[src/rtl/vec_ldst_imm_gen.sv]
module vec_ldst_imm_gen #(
  parameter int STEP_W = 7,
  parameter int AB_W   = 4,
  parameter int SH_W   = 5,
  parameter int IMM_W  = 32
) (
  input  logic              clk,
  input  logic              rst_n,
  input  logic              in_valid,
  input  logic              is_store,
  input  logic              form_ds,
  input  logic [1:0]        mode,
  input  logic [15:0]       imm_d,
  input  logic [13:0]       imm_ds,
  input  logic [10:0]       imm_rev,
  input  logic [STEP_W-1:0] src_step,
  input  logic [STEP_W-1:0] dst_step,
  input  logic [AB_W-1:0]   acc_bytes,
  input  logic [STEP_W-1:0] vec_len,
  input  logic [SH_W-1:0]   rev_shamt,
  output logic              out_valid,
  output logic [IMM_W-1:0]  out_imm,
  output logic              out_replace
);

  localparam logic [1:0] M_NONE = 2'b00;
  localparam logic [1:0] M_UNIT = 2'b01;
  localparam logic [1:0] M_ELEM = 2'b10;
  localparam logic [1:0] M_BREV = 2'b11;

  logic [IMM_W-1:0] d_ext, ds_ext, ds_scaled, rev_ext, base, passthru;
  logic [IMM_W-1:0] step_w, bytes_w, rstep_w, result, shaped;
  logic [STEP_W-1:0] step_sel, rev_step;
  logic              replace;
  int                rev_bits;

  assign d_ext     = {{(IMM_W-16){imm_d[15]}}, imm_d};
  assign ds_ext    = {{(IMM_W-14){imm_ds[13]}}, imm_ds};
  assign ds_scaled = {ds_ext[IMM_W-3:0], 2'b00};
  assign rev_ext   = {{(IMM_W-11){imm_rev[10]}}, imm_rev};
  assign base      = form_ds ? ds_scaled : d_ext;
  assign passthru  = form_ds ? ds_ext : d_ext;

  assign step_sel = is_store ? dst_step : src_step;
  assign step_w   = {{(IMM_W-STEP_W){1'b0}}, step_sel};
  assign bytes_w  = {{(IMM_W-AB_W){1'b0}}, acc_bytes};
  assign rstep_w  = {{(IMM_W-STEP_W){1'b0}}, rev_step};

  always_comb begin
    rev_bits = 0;
    for (int b = 0; b < STEP_W; b++)
      if (vec_len[b]) rev_bits = b;
    rev_step = '0;
    for (int i = 0; i < STEP_W; i++)
      if (i < rev_bits) rev_step[rev_bits-1-i] = src_step[i];
  end

  always_comb begin
    replace = 1'b1;
    result  = passthru;
    case (mode)
      M_UNIT: result = base + step_w * bytes_w;
      M_ELEM: result = base * step_w;
      M_BREV: begin
        if (is_store) replace = 1'b0;
        else          result  = (rev_ext * rstep_w) << rev_shamt;
      end
      default: replace = 1'b0;
    endcase
  end

  assign shaped = (replace && form_ds) ? (result >> 2) : result;

  always_ff @(posedge clk) begin
    if (!rst_n) begin
      out_valid   <= 1'b0;
      out_imm     <= '0;
      out_replace <= 1'b0;
    end else begin
      out_valid <= in_valid;
      if (in_valid) begin
        out_imm     <= shaped;
        out_replace <= replace;
      end
    end
  end

  a_r2_latency: assert property (@(posedge clk) disable iff (!rst_n)
    $past(rst_n) |-> (out_valid == $past(in_valid)));

  a_r10_none_keeps: assert property (@(posedge clk) disable iff (!rst_n)
    (in_valid && mode == M_NONE) |=> !out_replace);

  a_r10_none_value: assert property (@(posedge clk) disable iff (!rst_n)
    (in_valid && mode == M_NONE && !form_ds) |=> (out_imm[IMM_W-1:15] == {(IMM_W-15){out_imm[15]}}));

  a_r8_store_no_brev: assert property (@(posedge clk) disable iff (!rst_n)
    (in_valid && mode == M_BREV && is_store) |=> !out_replace);

  a_r9_ds_shift: assert property (@(posedge clk) disable iff (!rst_n)
    (in_valid && form_ds && mode != M_NONE && !(mode == M_BREV && is_store)) |=> (out_replace && out_imm[IMM_W-1:IMM_W-2] == 2'b00));

  a_r5_unit_replace: assert property (@(posedge clk) disable iff (!rst_n)
    (in_valid && (mode == M_UNIT || mode == M_ELEM)) |=> out_replace);

endmodule

[config.mk]
export PLATFORM = sky130hd
export DESIGN_NAME = vec_ldst_imm_gen
export DESIGN_NICKNAME = d
export VERILOG_FILES = /design/src/rtl/vec_ldst_imm_gen.sv
export SDC_FILE = /design/constraint.sdc
export NUM_CORES = 1
export LEC_CHECK = 0
export BUFFER_PORTS_ARGS = -buffer_cell sky130_fd_sc_hd__buf_2
export CORE_ASPECT_RATIO = 1.2
export CORE_MARGIN = 5
export CORE_UTILIZATION = 47
export DETAILED_ROUTE_END_ITERATION = 10
export GPL_ROUTABILITY_DRIVEN = 0
export HOLD_SLACK_MARGIN = 0.15
export PLACE_DENSITY_LB_ADDON = 0.25
export SYNTH_ARGS = -nofsm -noshare
export SYNTH_HDL_FRONTEND = slang
export SYNTH_SLANG_ARGS = --single-unit
[constraint.sdc]
create_clock -name clk -period 11 [get_ports clk]
set_input_delay 1.1 -clock clk [delete_from_list [all_inputs] [get_ports clk]]
set_output_delay 1.1 -clock clk [all_outputs]
set_load 0.02 [all_outputs]
==> reports/results.tsv, run 1 <==
stage	metric	value	unit
final_layout	register_area	681	um^2
drt	drt_iter0_markers	1234	
clock_tree	ctsResizeCount	0	
critical_path	crit_arrival	9.87	ns
global_routing	track_usage	24.6	%
final_layout	final_cell_area	14900	um^2
critical_path	path_class	input pin to register	
sta	hold_viol	0	
clock_tree	clk-insertion-delay-late	0.28	ns
final_layout	layout_commonest_cell	nand2_1	
logic_synthesis	ys_types	106	
final_layout	final_cell_mix	nand2_1 (251), inv_1 (243), fa_1 (169), a21oi_1 (120), nor2_1 (114)	
sta	setup_ws	1.27	ns
logic_synthesis	yosysTopAreaCell	fa_1	
final_layout	multi_input_area	11900	um^2
critical_path	required	11.14	ns
clock_tree	post-cts-setup-buffers	0	
critical_path	path_buf_inv	5	
final_layout	drive_above_1_share	10.1	%
clock_tree	cts_buffers	5	
critical_path	crit_top_cell	ha_1	
die	ioPinCount	112	
clock_tree	cts_tree	done	
outcome	status	finished clean	
placed_design	port_buffers	110	
clock_tree	ctsHtreeMaxLevel	2	
logic_synthesis	synth_ff_type	dfxtp_1	
sta	relSlewSlack	37.1	%
critical_path	endpoint_kind	register	
sta	min_period	9.73	ns
clock_tree	cts-root-buf	clkbuf_16	
drt	wl_per_cell	18.8	um
drt	drc	0	
critical_path	crit_family	compound AO/OA/AOI/OAI gates	
final_layout	n_fill_cell	2912	
die	die_y	198	um
drt	wirelength	42600	um
logic_synthesis	yosysWarnings	0	
drt	first_pass_iters	8	
sta	fmaxAchievable	103	MHz
die	design.core.area	29400	um^2
placed_design	dp_slack	1.12	ns
die	start_util	47.2	%
sta	skew	0	ns
clock_tree	hold_buffers	0	
sta	finalCritPeriodShare	88.5	%
critical_path	path_max_fanout	14	
sta	rsz0062_at_grt	false	
final_layout	final_cell_count_no_fill	2265	
placed_design	placed_cell_area	14700	um^2
clock_tree	clock_path_buffers	2	
placed_design	hpwl	35100	um
die	row_count	69	
global_routing	grt_pass1_vias	13265	
logic_synthesis	avgSynthCellArea	7.59	um^2
global_routing	grt_overflow	0	
power_and_ir_drop	power	3.58	mW
logic_synthesis	async_flop_share	0	%
final_layout	area_growth_syn_to_layout	7.07	%
sta	finalSetupTns	0	ns
power_and_ir_drop	powerDensity	240	nW/um^2
sta	setup_violations	0	
die	fp.dieArea	33100	um^2
run	maxCapViolations	0	
global_routing	grt_pass1_wl	68000	um
power_and_ir_drop	ir_drop	0.000174	V
logic_synthesis	syn_area	13900	um^2
drt	vias	13731	
sta	holdWs	0.463	ns
critical_path	slowest_delay	0.54	ns
power_and_ir_drop	power.leakage	7.18	nW
logic_synthesis	synthesis.instances	1832	
critical_path	crit_path_top_delay_cell	fa_1	
logic_synthesis	synth_edf_count	0	
logic_synthesis	ys_seq_area_share	4.89	%
clock_tree	clkTransAtPathRegs	0.06	ns
logic_synthesis	yosysTopAreaCellShare	24.3	%
clock_tree	cts.sinks	34	
final_layout	diodes	0	
global_routing	antenna_found_initial	0	
sta	worst_slew_pin_slew	0.936	ns
die	die_w	167	um
min_path	holdCritPathClass	register to register	
logic_synthesis	synth_fp_nets	2185	
drt	postRouteAntennaNets	0	
drt	via_per_inst	6.06	
placed_design	place_inst	2257	
logic_synthesis	synth-seq-cells	34	
logic_synthesis	ys_top_cells_by_area	fa_1 (24%), ha_1 (9.5%), nand2_1 (6.8%)	
global_routing	grt_max_degree	43	
critical_path	cp-start-kind	input pin	
final_layout	utilization	50.6	%
sta	drv_slew	0	
final_layout	final_net_count	2227	
registers in the layout, indices dropped and copies added (netlist names):
name / flops
out_valid: 1
out_replace: 1
out_imm: 32
where the power goes:
| part | leakage [nW] | internal, mW | switching (mW) |
|---|---|---|---|
| logic | 6.81 | 1.26 | 1.97 |
| registers | 0.281 | 0.144 | 0.0140 |
| clock network | 0.0971 | 0.136 | 0.0550 |
final timing paths:
kind                                  from                  endpoint  slack [ns]  depth (start not counted)
setup / recovery                vec_len[5]  out_imm[23]$_SDFFE_PN0P_        1.27                         33
hold / removal    out_imm[27]$_SDFFE_PN0P_  out_imm[27]$_SDFFE_PN0P_        0.46                          2
setup reg to reg  out_imm[30]$_SDFFE_PN0P_  out_imm[30]$_SDFFE_PN0P_       10.10                          4
hold reg to reg   out_imm[27]$_SDFFE_PN0P_  out_imm[27]$_SDFFE_PN0P_        0.46                          2
synthesized netlist by cell type (9+ instances only):
cell	instances
nand2b_1	30
a31oi_1	25
mux2i_1	23
nor4_1	9
ha_1	106
nand2_1	251
nand3_1	40
o21a_1	24
o211ai_1	13
o31ai_1	10
a211o_1	14
nor3_1	32
o21ai_1	10
buf_2	11
a21oi_1	120
nand4_1	14
mux2_2	14
nor2_1	114
nor2b_1	31
a21o_1	28
a211oi_1	22
xor2_1	11
a221oi_1	14
xnor2_1	26
dfxtp_1	34
fa_1	169
and3_1	16
and2_1	62
inv_1	243
clkbuf_1	69
o221ai_1	10
o21ai_0	53
worst register-to-register path, stage by stage (launching register included):
cell and delay, ns:
dfxtp_1 0.31, nor2b_1 0.14, nor2_1 0.11, o21ai_0 0.09
o211a_1 0.14
layer usage:
layer	routed length (um)	share of wire [%]	GRT usage (%)
met1	16800	40	30.5
met2	21200	50	44.5
met3	2640	6.2	2.07
met4	1900	4.5	9.67
met5	0	0	0
logic make-up (layout without fill, tap and decap cells):
group,count (synthesis),count (layout),share of synthesized area (%)
fa+ha+maj,275,275,33.9
flops,34,34,4.89
xor+xnor,39,39,2.65
simple gates,641,641,22.2
compound gates,470,470,24.2
buf+inv,335,378,9.22
mux,38,38,2.95
final cells by class:
class	instances	area share, %
well taps	390	3.28
multi-input cells	1463	80.2
clock buffers	6	0.933
inverters	246	6.20
repair buffers	124	4.40
flip-flops and latches	34	4.57
clock inverters	2	0.403
Note: power is estimated with default switching activity, not from simulation.
==> run 2, diff against run 1 <==
Settings changed: REMOVE_ABC_BUFFERS set to 1.
==> reports/results.tsv, run 2 (synthesis results as in run 1) <==
stage	metric	value	unit	change
critical_path	crit_top_cell	ha_1		
clock_tree	post-cts-setup-buffers	0		unchanged
sta	skew	0	ns	unchanged
die	start_util	47.2	%	unchanged
final_layout	final_cell_count_no_fill	2264		-0.044%
sta	hold_viol	0		unchanged
critical_path	crit_path_top_delay_cell	nor4b_1		
critical_path	reg2reg_depth	4		unchanged
critical_path	required	11.18	ns	+0.04 ns
die	die_w	167	um	unchanged
global_routing	antenna_found_initial	0		unchanged
clock_tree	cts_buffers	5		unchanged
die	design.core.area	29400	um^2	unchanged
sta	relSlewSlack	39.9	%	+2.7 points
clock_tree	clk-insertion-delay-late	0.29	ns	about the same
sta	setup_violations	0		unchanged
sta	min_period	9.76	ns	+0.0262 ns
die	ioPinCount	112		unchanged
sta	setup_ws	1.24	ns	-0.0262 ns
final_layout	final_net_count	2228		+0.045%
clock_tree	cts-root-buf	clkbuf_16		
sta	fmaxAchievable	102	MHz	-0.27%
critical_path	worstSetupPathDepth	33		unchanged
placed_design	place_inst	2258		+0.044%
final_layout	final_cell_area	14800	um^2	-0.35%
clock_tree	ctsHtreeMaxLevel	2		unchanged
power_and_ir_drop	ir_drop	0.000115	V	-34%
drt	drc	0		unchanged
sta	worst_slew_pin_slew	0.895	ns	-0.0407 ns
drt	wl_per_cell	19.0	um	+0.93%
placed_design	placed_cell_area	14700	um^2	about the same
final_layout	final_cell_mix	nand2_1 (251), inv_1 (243), fa_1 (169), a21oi_1 (120), nor2_1 (114)		
final_layout	layout_commonest_cell	nand2_1		
min_path	holdCritPathClass	register to register		
global_routing	grt_max_degree	43		unchanged
sta	finalSetupTns	0	ns	unchanged
drt	first_pass_iters	5		-3
run	maxCapViolations	0		unchanged
power_and_ir_drop	power	3.50	mW	-2.2%
critical_path	path_max_fanout	14		unchanged
clock_tree	clock_path_buffers	2		unchanged
power_and_ir_drop	power.leakage	7.16	nW	-0.31%
sta	finalCritPeriodShare	88.7	%	+0.24 points
min_path	hold_depth	2		unchanged
final_layout	reg.largest.list	out_imm x32, out_replace x1, out_valid x1		
outcome	status	finished clean		
clock_tree	cts.sinks	34		unchanged
drt	vias	13702		-0.21%
drt	drt_iter0_markers	861		-30%
clock_tree	hold_buffers	0		unchanged
critical_path	slowest_delay	0.58	ns	+0.04 ns
critical_path	path_class	input pin to register		
placed_design	hpwl	35400	um	+0.83%
global_routing	track_usage	25.4	%	+0.80 points
global_routing	grt_pass1_vias	13625		+2.7%
final_layout	max_flop_register	out_imm		
critical_path	crit_arrival	9.94	ns	+0.07 ns
die	fp.dieArea	33100	um^2	unchanged
drt	postRouteAntennaNets	0		unchanged
final_layout	area_growth_syn_to_layout	6.69	%	
placed_design	dp_slack	1.04	ns	-0.0809 ns
critical_path	path_buf_inv	5		unchanged
sta	rsz0062_at_grt	false		
clock_tree	ctsResizeCount	0		unchanged
clock_tree	clkTransAtPathRegs	0.05	ns	about the same
final_layout	drive_above_1_share	10.0	%	-0.048 points
drt	wirelength	43000	um	+0.89%
global_routing	grt_pass1_wl	70000	um	+3.0%
critical_path	endpoint_kind	register		
sta	drv_slew	0		unchanged
die	row_count	69		unchanged
placed_design	port_buffers	110		unchanged
global_routing	grt_overflow	0		unchanged
die	die_y	198	um	unchanged
critical_path	cp-start-kind	input pin		
power_and_ir_drop	powerDensity	236	nW/um^2	-1.8%
final_layout	diodes	0		unchanged
drt	via_per_inst	6.05		-0.17%
final_layout	largest_register_ffs	32		unchanged
critical_path	crit_family	compound AO/OA/AOI/OAI gates		
clock_tree	cts_tree	done		
[run 2: worst paths after layout]
kind	start	end	slack, ns
min reg2reg	out_imm[31]$_SDFFE_PN0P_	out_imm[31]$_SDFFE_PN0P_	0.46
max	vec_len[5]	out_imm[18]$_SDFFE_PN0P_	1.24
max reg2reg	out_imm[30]$_SDFFE_PN0P_	out_imm[30]$_SDFFE_PN0P_	10.13
min	out_imm[31]$_SDFFE_PN0P_	out_imm[31]$_SDFFE_PN0P_	0.46
[run 2: stage by stage]
stage / hold slack (ns) / utilization [%]
after CTS: 0.461 / 50.4
after floorplan: 0.541 / -
after global routing: 0.472 / 50.4
after global placement: 0.446 / 49.9
after detailed placement: 0.452 / 49.9
final: 0.460 / 50.4
[run 2: cell type report]
| type | count | area, um^2 |
|---|---|---|
| Clock buffer | 6 | 139 |
| Fill cell | 2961 | 14600 |
| Inverter | 246 | 923 |
| Multi-Input combinational cell | 1463 | 11900 |
| Sequential cell | 34 | 681 |
| Tap cell | 390 | 488 |
| Timing Repair Buffer | 125 | 663 |
[run 2: power by group]
group          internal [mW]  switching (mW)
Clock                 0.0876          0.0550
Combinational           1.26            1.93
Sequential             0.144          0.0165
[run 2: metal layers]
| layer | track usage (%) | routed length (um) | share of wire (%) | up-vias |
|---|---|---|---|---|
| li1 | - | - | - | 6405 |
| met1 | 31.3 | 16800 | 39 | 6638 |
| met2 | 45.6 | 21700 | 50 | 523 |
| met3 | 2.37 | 2510 | 5.8 | 136 |
| met4 | 10.8 | 1980 | 4.6 | 0 |
| met5 | 0 | 0 | 0 | - |
[run 2: worst reg2reg max path, stage by stage (launching register included)]
cell and delay (ns):
dfxtp_1 0.30, nor2b_1 0.14, nor2_1 0.11, o21ai_0 0.09, o211a_1 0.13
==> run 3, diff against run 2 <==
Settings changed: MAX_ROUTING_LAYER set to met4.
==> reports/results.tsv, run 3 (synthesis results as in run 1) <==
stage	metric	value	unit	change
power_and_ir_drop	ir_drop	0.000115	V	+0.44%
drt	via_per_inst	6.05		about the same
clock_tree	ctsResizeCount	0		unchanged
sta	finalCritPeriodShare	89.0	%	+0.26 points
placed_design	hpwl	35400	um	unchanged
sta	setup_violations	0		unchanged
sta	drv_slew	0		unchanged
critical_path	crit_arrival	9.97	ns	+0.03 ns
sta	holdWs	0.461	ns	+0.00110 ns
power_and_ir_drop	power.leakage	7.16	nW	unchanged
final_layout	layout_commonest_cell	nand2_1		
final_layout	reg.largest.list	out_imm x32, out_replace x1, out_valid x1		
global_routing	grt_pass1_wl	70000	um	about the same
drt	drc	0		unchanged
global_routing	antenna_found_initial	0		unchanged
sta	setup_ws	1.21	ns	-0.0286 ns
sta	min_period	9.79	ns	+0.0286 ns
die	fp.dieArea	33100	um^2	unchanged
critical_path	path_class	input pin to register		
drt	vias	13695		-0.051%
final_layout	final_cell_mix	nand2_1 (251), inv_1 (243), fa_1 (169), a21oi_1 (120), nor2_1 (114)		
power_and_ir_drop	powerDensity	236	nW/um^2	+0.10%
critical_path	required	11.18	ns	about the same
drt	postRouteAntennaNets	0		unchanged
critical_path	path_max_fanout	14		unchanged
die	die_w	167	um	unchanged
placed_design	port_buffers	110		unchanged
outcome	status	finished clean		
run	maxCapViolations	0		unchanged
drt	wl_per_cell	19.0	um	about the same
final_layout	final_net_count	2228		unchanged
clock_tree	hold_buffers	0		unchanged
die	ioPinCount	112		unchanged
final_layout	largest_register_ffs	32		unchanged
global_routing	track_usage	26.2	%	+0.77 points
sta	hold_viol	0		unchanged
global_routing	grt_pass1_vias	13574		-0.37%
die	row_count	69		unchanged
final_layout	drive_above_1_share	10.0	%	unchanged
sta	fmaxAchievable	102	MHz	-0.29%
final_layout	max_flop_register	out_imm		
drt	wirelength	42900	um	about the same
clock_tree	cts-root-buf	clkbuf_16		
power_and_ir_drop	combPwrFrac	91.4	%	about the same
placed_design	place_inst	2258		unchanged
final_layout	area_growth_syn_to_layout	6.69	%	unchanged
die	design.core.area	29400	um^2	unchanged
critical_path	crit_path_top_delay_cell	fa_1		
clock_tree	cts.sinks	34		unchanged
clock_tree	cts_tree	done		
power_and_ir_drop	p_sw	2.01	mW	+0.18%
critical_path	cp-start-kind	input pin		
die	start_util	47.2	%	unchanged
clock_tree	post-cts-setup-buffers	0		unchanged
drt	drt_iter0_markers	900		+4.5%
clock_tree	clkTransAtPathRegs	0.05	ns	about the same
clock_tree	clock_path_buffers	2		unchanged
sta	finalSetupTns	0	ns	unchanged
power_and_ir_drop	power_frac_seq	4.6	%	about the same
sta	rsz0062_at_grt	false		
critical_path	endpoint_kind	register		
final_layout	final_cell_count_no_fill	2264		unchanged
critical_path	slowest_delay	0.54	ns	-0.04 ns
global_routing	grt_overflow	0		unchanged
final_layout	diodes	0		unchanged
sta	worst_slew_pin_slew	0.960	ns	+0.0648 ns
placed_design	dp_slack	1.04	ns	unchanged
die	die_y	198	um	unchanged
clock_tree	ctsHtreeMaxLevel	2		unchanged
drt	first_pass_iters	8		+3
sta	relSlewSlack	35.5	%	-4.4 points
power_and_ir_drop	sw_frac_of_total	57.4	%	about the same
clock_tree	clk-insertion-delay-late	0.28	ns	about the same
global_routing	grt_max_degree	43		unchanged
critical_path	crit_top_cell	ha_1		
sta	skew	0	ns	unchanged
clock_tree	cts_buffers	5		unchanged
power_and_ir_drop	p_int	1.49	mW	about the same
min_path	holdCritPathClass	register to register		
power_and_ir_drop	clkPwrFrac	4.1	%	about the same
## run 3: layout make-up
class / instances / area (um^2)
tap: 390 / 488
multi-input combinational: 1463 / 11900
fill: 2961 / 14600
timing repair buffer: 125 / 663
clock buffer: 6 / 139
inverter: 246 / 923
sequential: 34 / 681
## run 3: metal layers
layer,up-vias,GRT usage [%],share of wire (%)
met5,-,-,0
li1,6400,-,-
met1,6632,31.5,39
met2,539,45.7,51
met3,124,2.11,5.7
met4,0,10.6,4.3
## run 3: critical path, delay by kind of cell
kind | cells | cell delay [ns]
multiplexers | 1 | 0.38
buffers and inverters | 5 | 0.43
XOR/XNOR | 1 | 0.48
adder cells (fa/ha/maj) | 8 | 3.12
AO/OA/AOI/OAI | 13 | 3.55
AND/OR/NAND/NOR | 5 | 0.85
## run 3: worst paths after layout
| kind | startpoint | endpoint | slack (ns) | cells past startpoint |
|---|---|---|---|---|
| worst max-delay path | vec_len[5] | out_imm[21]$_SDFFE_PN0P_ | 1.21 | 33 |
| worst min-delay path | out_imm[31]$_SDFFE_PN0P_ | out_imm[31]$_SDFFE_PN0P_ | 0.46 | 2 |
| worst max register to register | out_imm[30]$_SDFFE_PN0P_ | out_imm[30]$_SDFFE_PN0P_ | 10.13 | 4 |
| worst min register to register | out_imm[31]$_SDFFE_PN0P_ | out_imm[31]$_SDFFE_PN0P_ | 0.46 | 2 |
## run 3: through the flow
| stage | power (mW) | util (%) | instance area (um^2) |
|---|---|---|---|
| 6_report | 3.50 | 50.4 | 14800 |
| 4_1_cts | 3.47 | 50.4 | 14800 |
| 2_1_floorplan | 2.57 | - | 13500 |
| 5_1_grt | 3.88 | 50.4 | 14800 |
| 3_5_place_dp | 3.30 | 49.9 | 14700 |
| 3_3_place_gp | 3.25 | 49.9 | 14700 |
## run 3: power by group through the flow
stage | Clock (mW) | Sequential [mW] | Combinational [mW]
2_1_floorplan | 0 | 0.181 | 2.39
3_3_place_gp | 0 | 0.162 | 3.09
3_5_place_dp | 0 | 0.162 | 3.14
4_1_cts | 0.143 | 0.160 | 3.17
5_1_grt | 0.148 | 0.162 | 3.57
6_report | 0.142 | 0.161 | 3.20
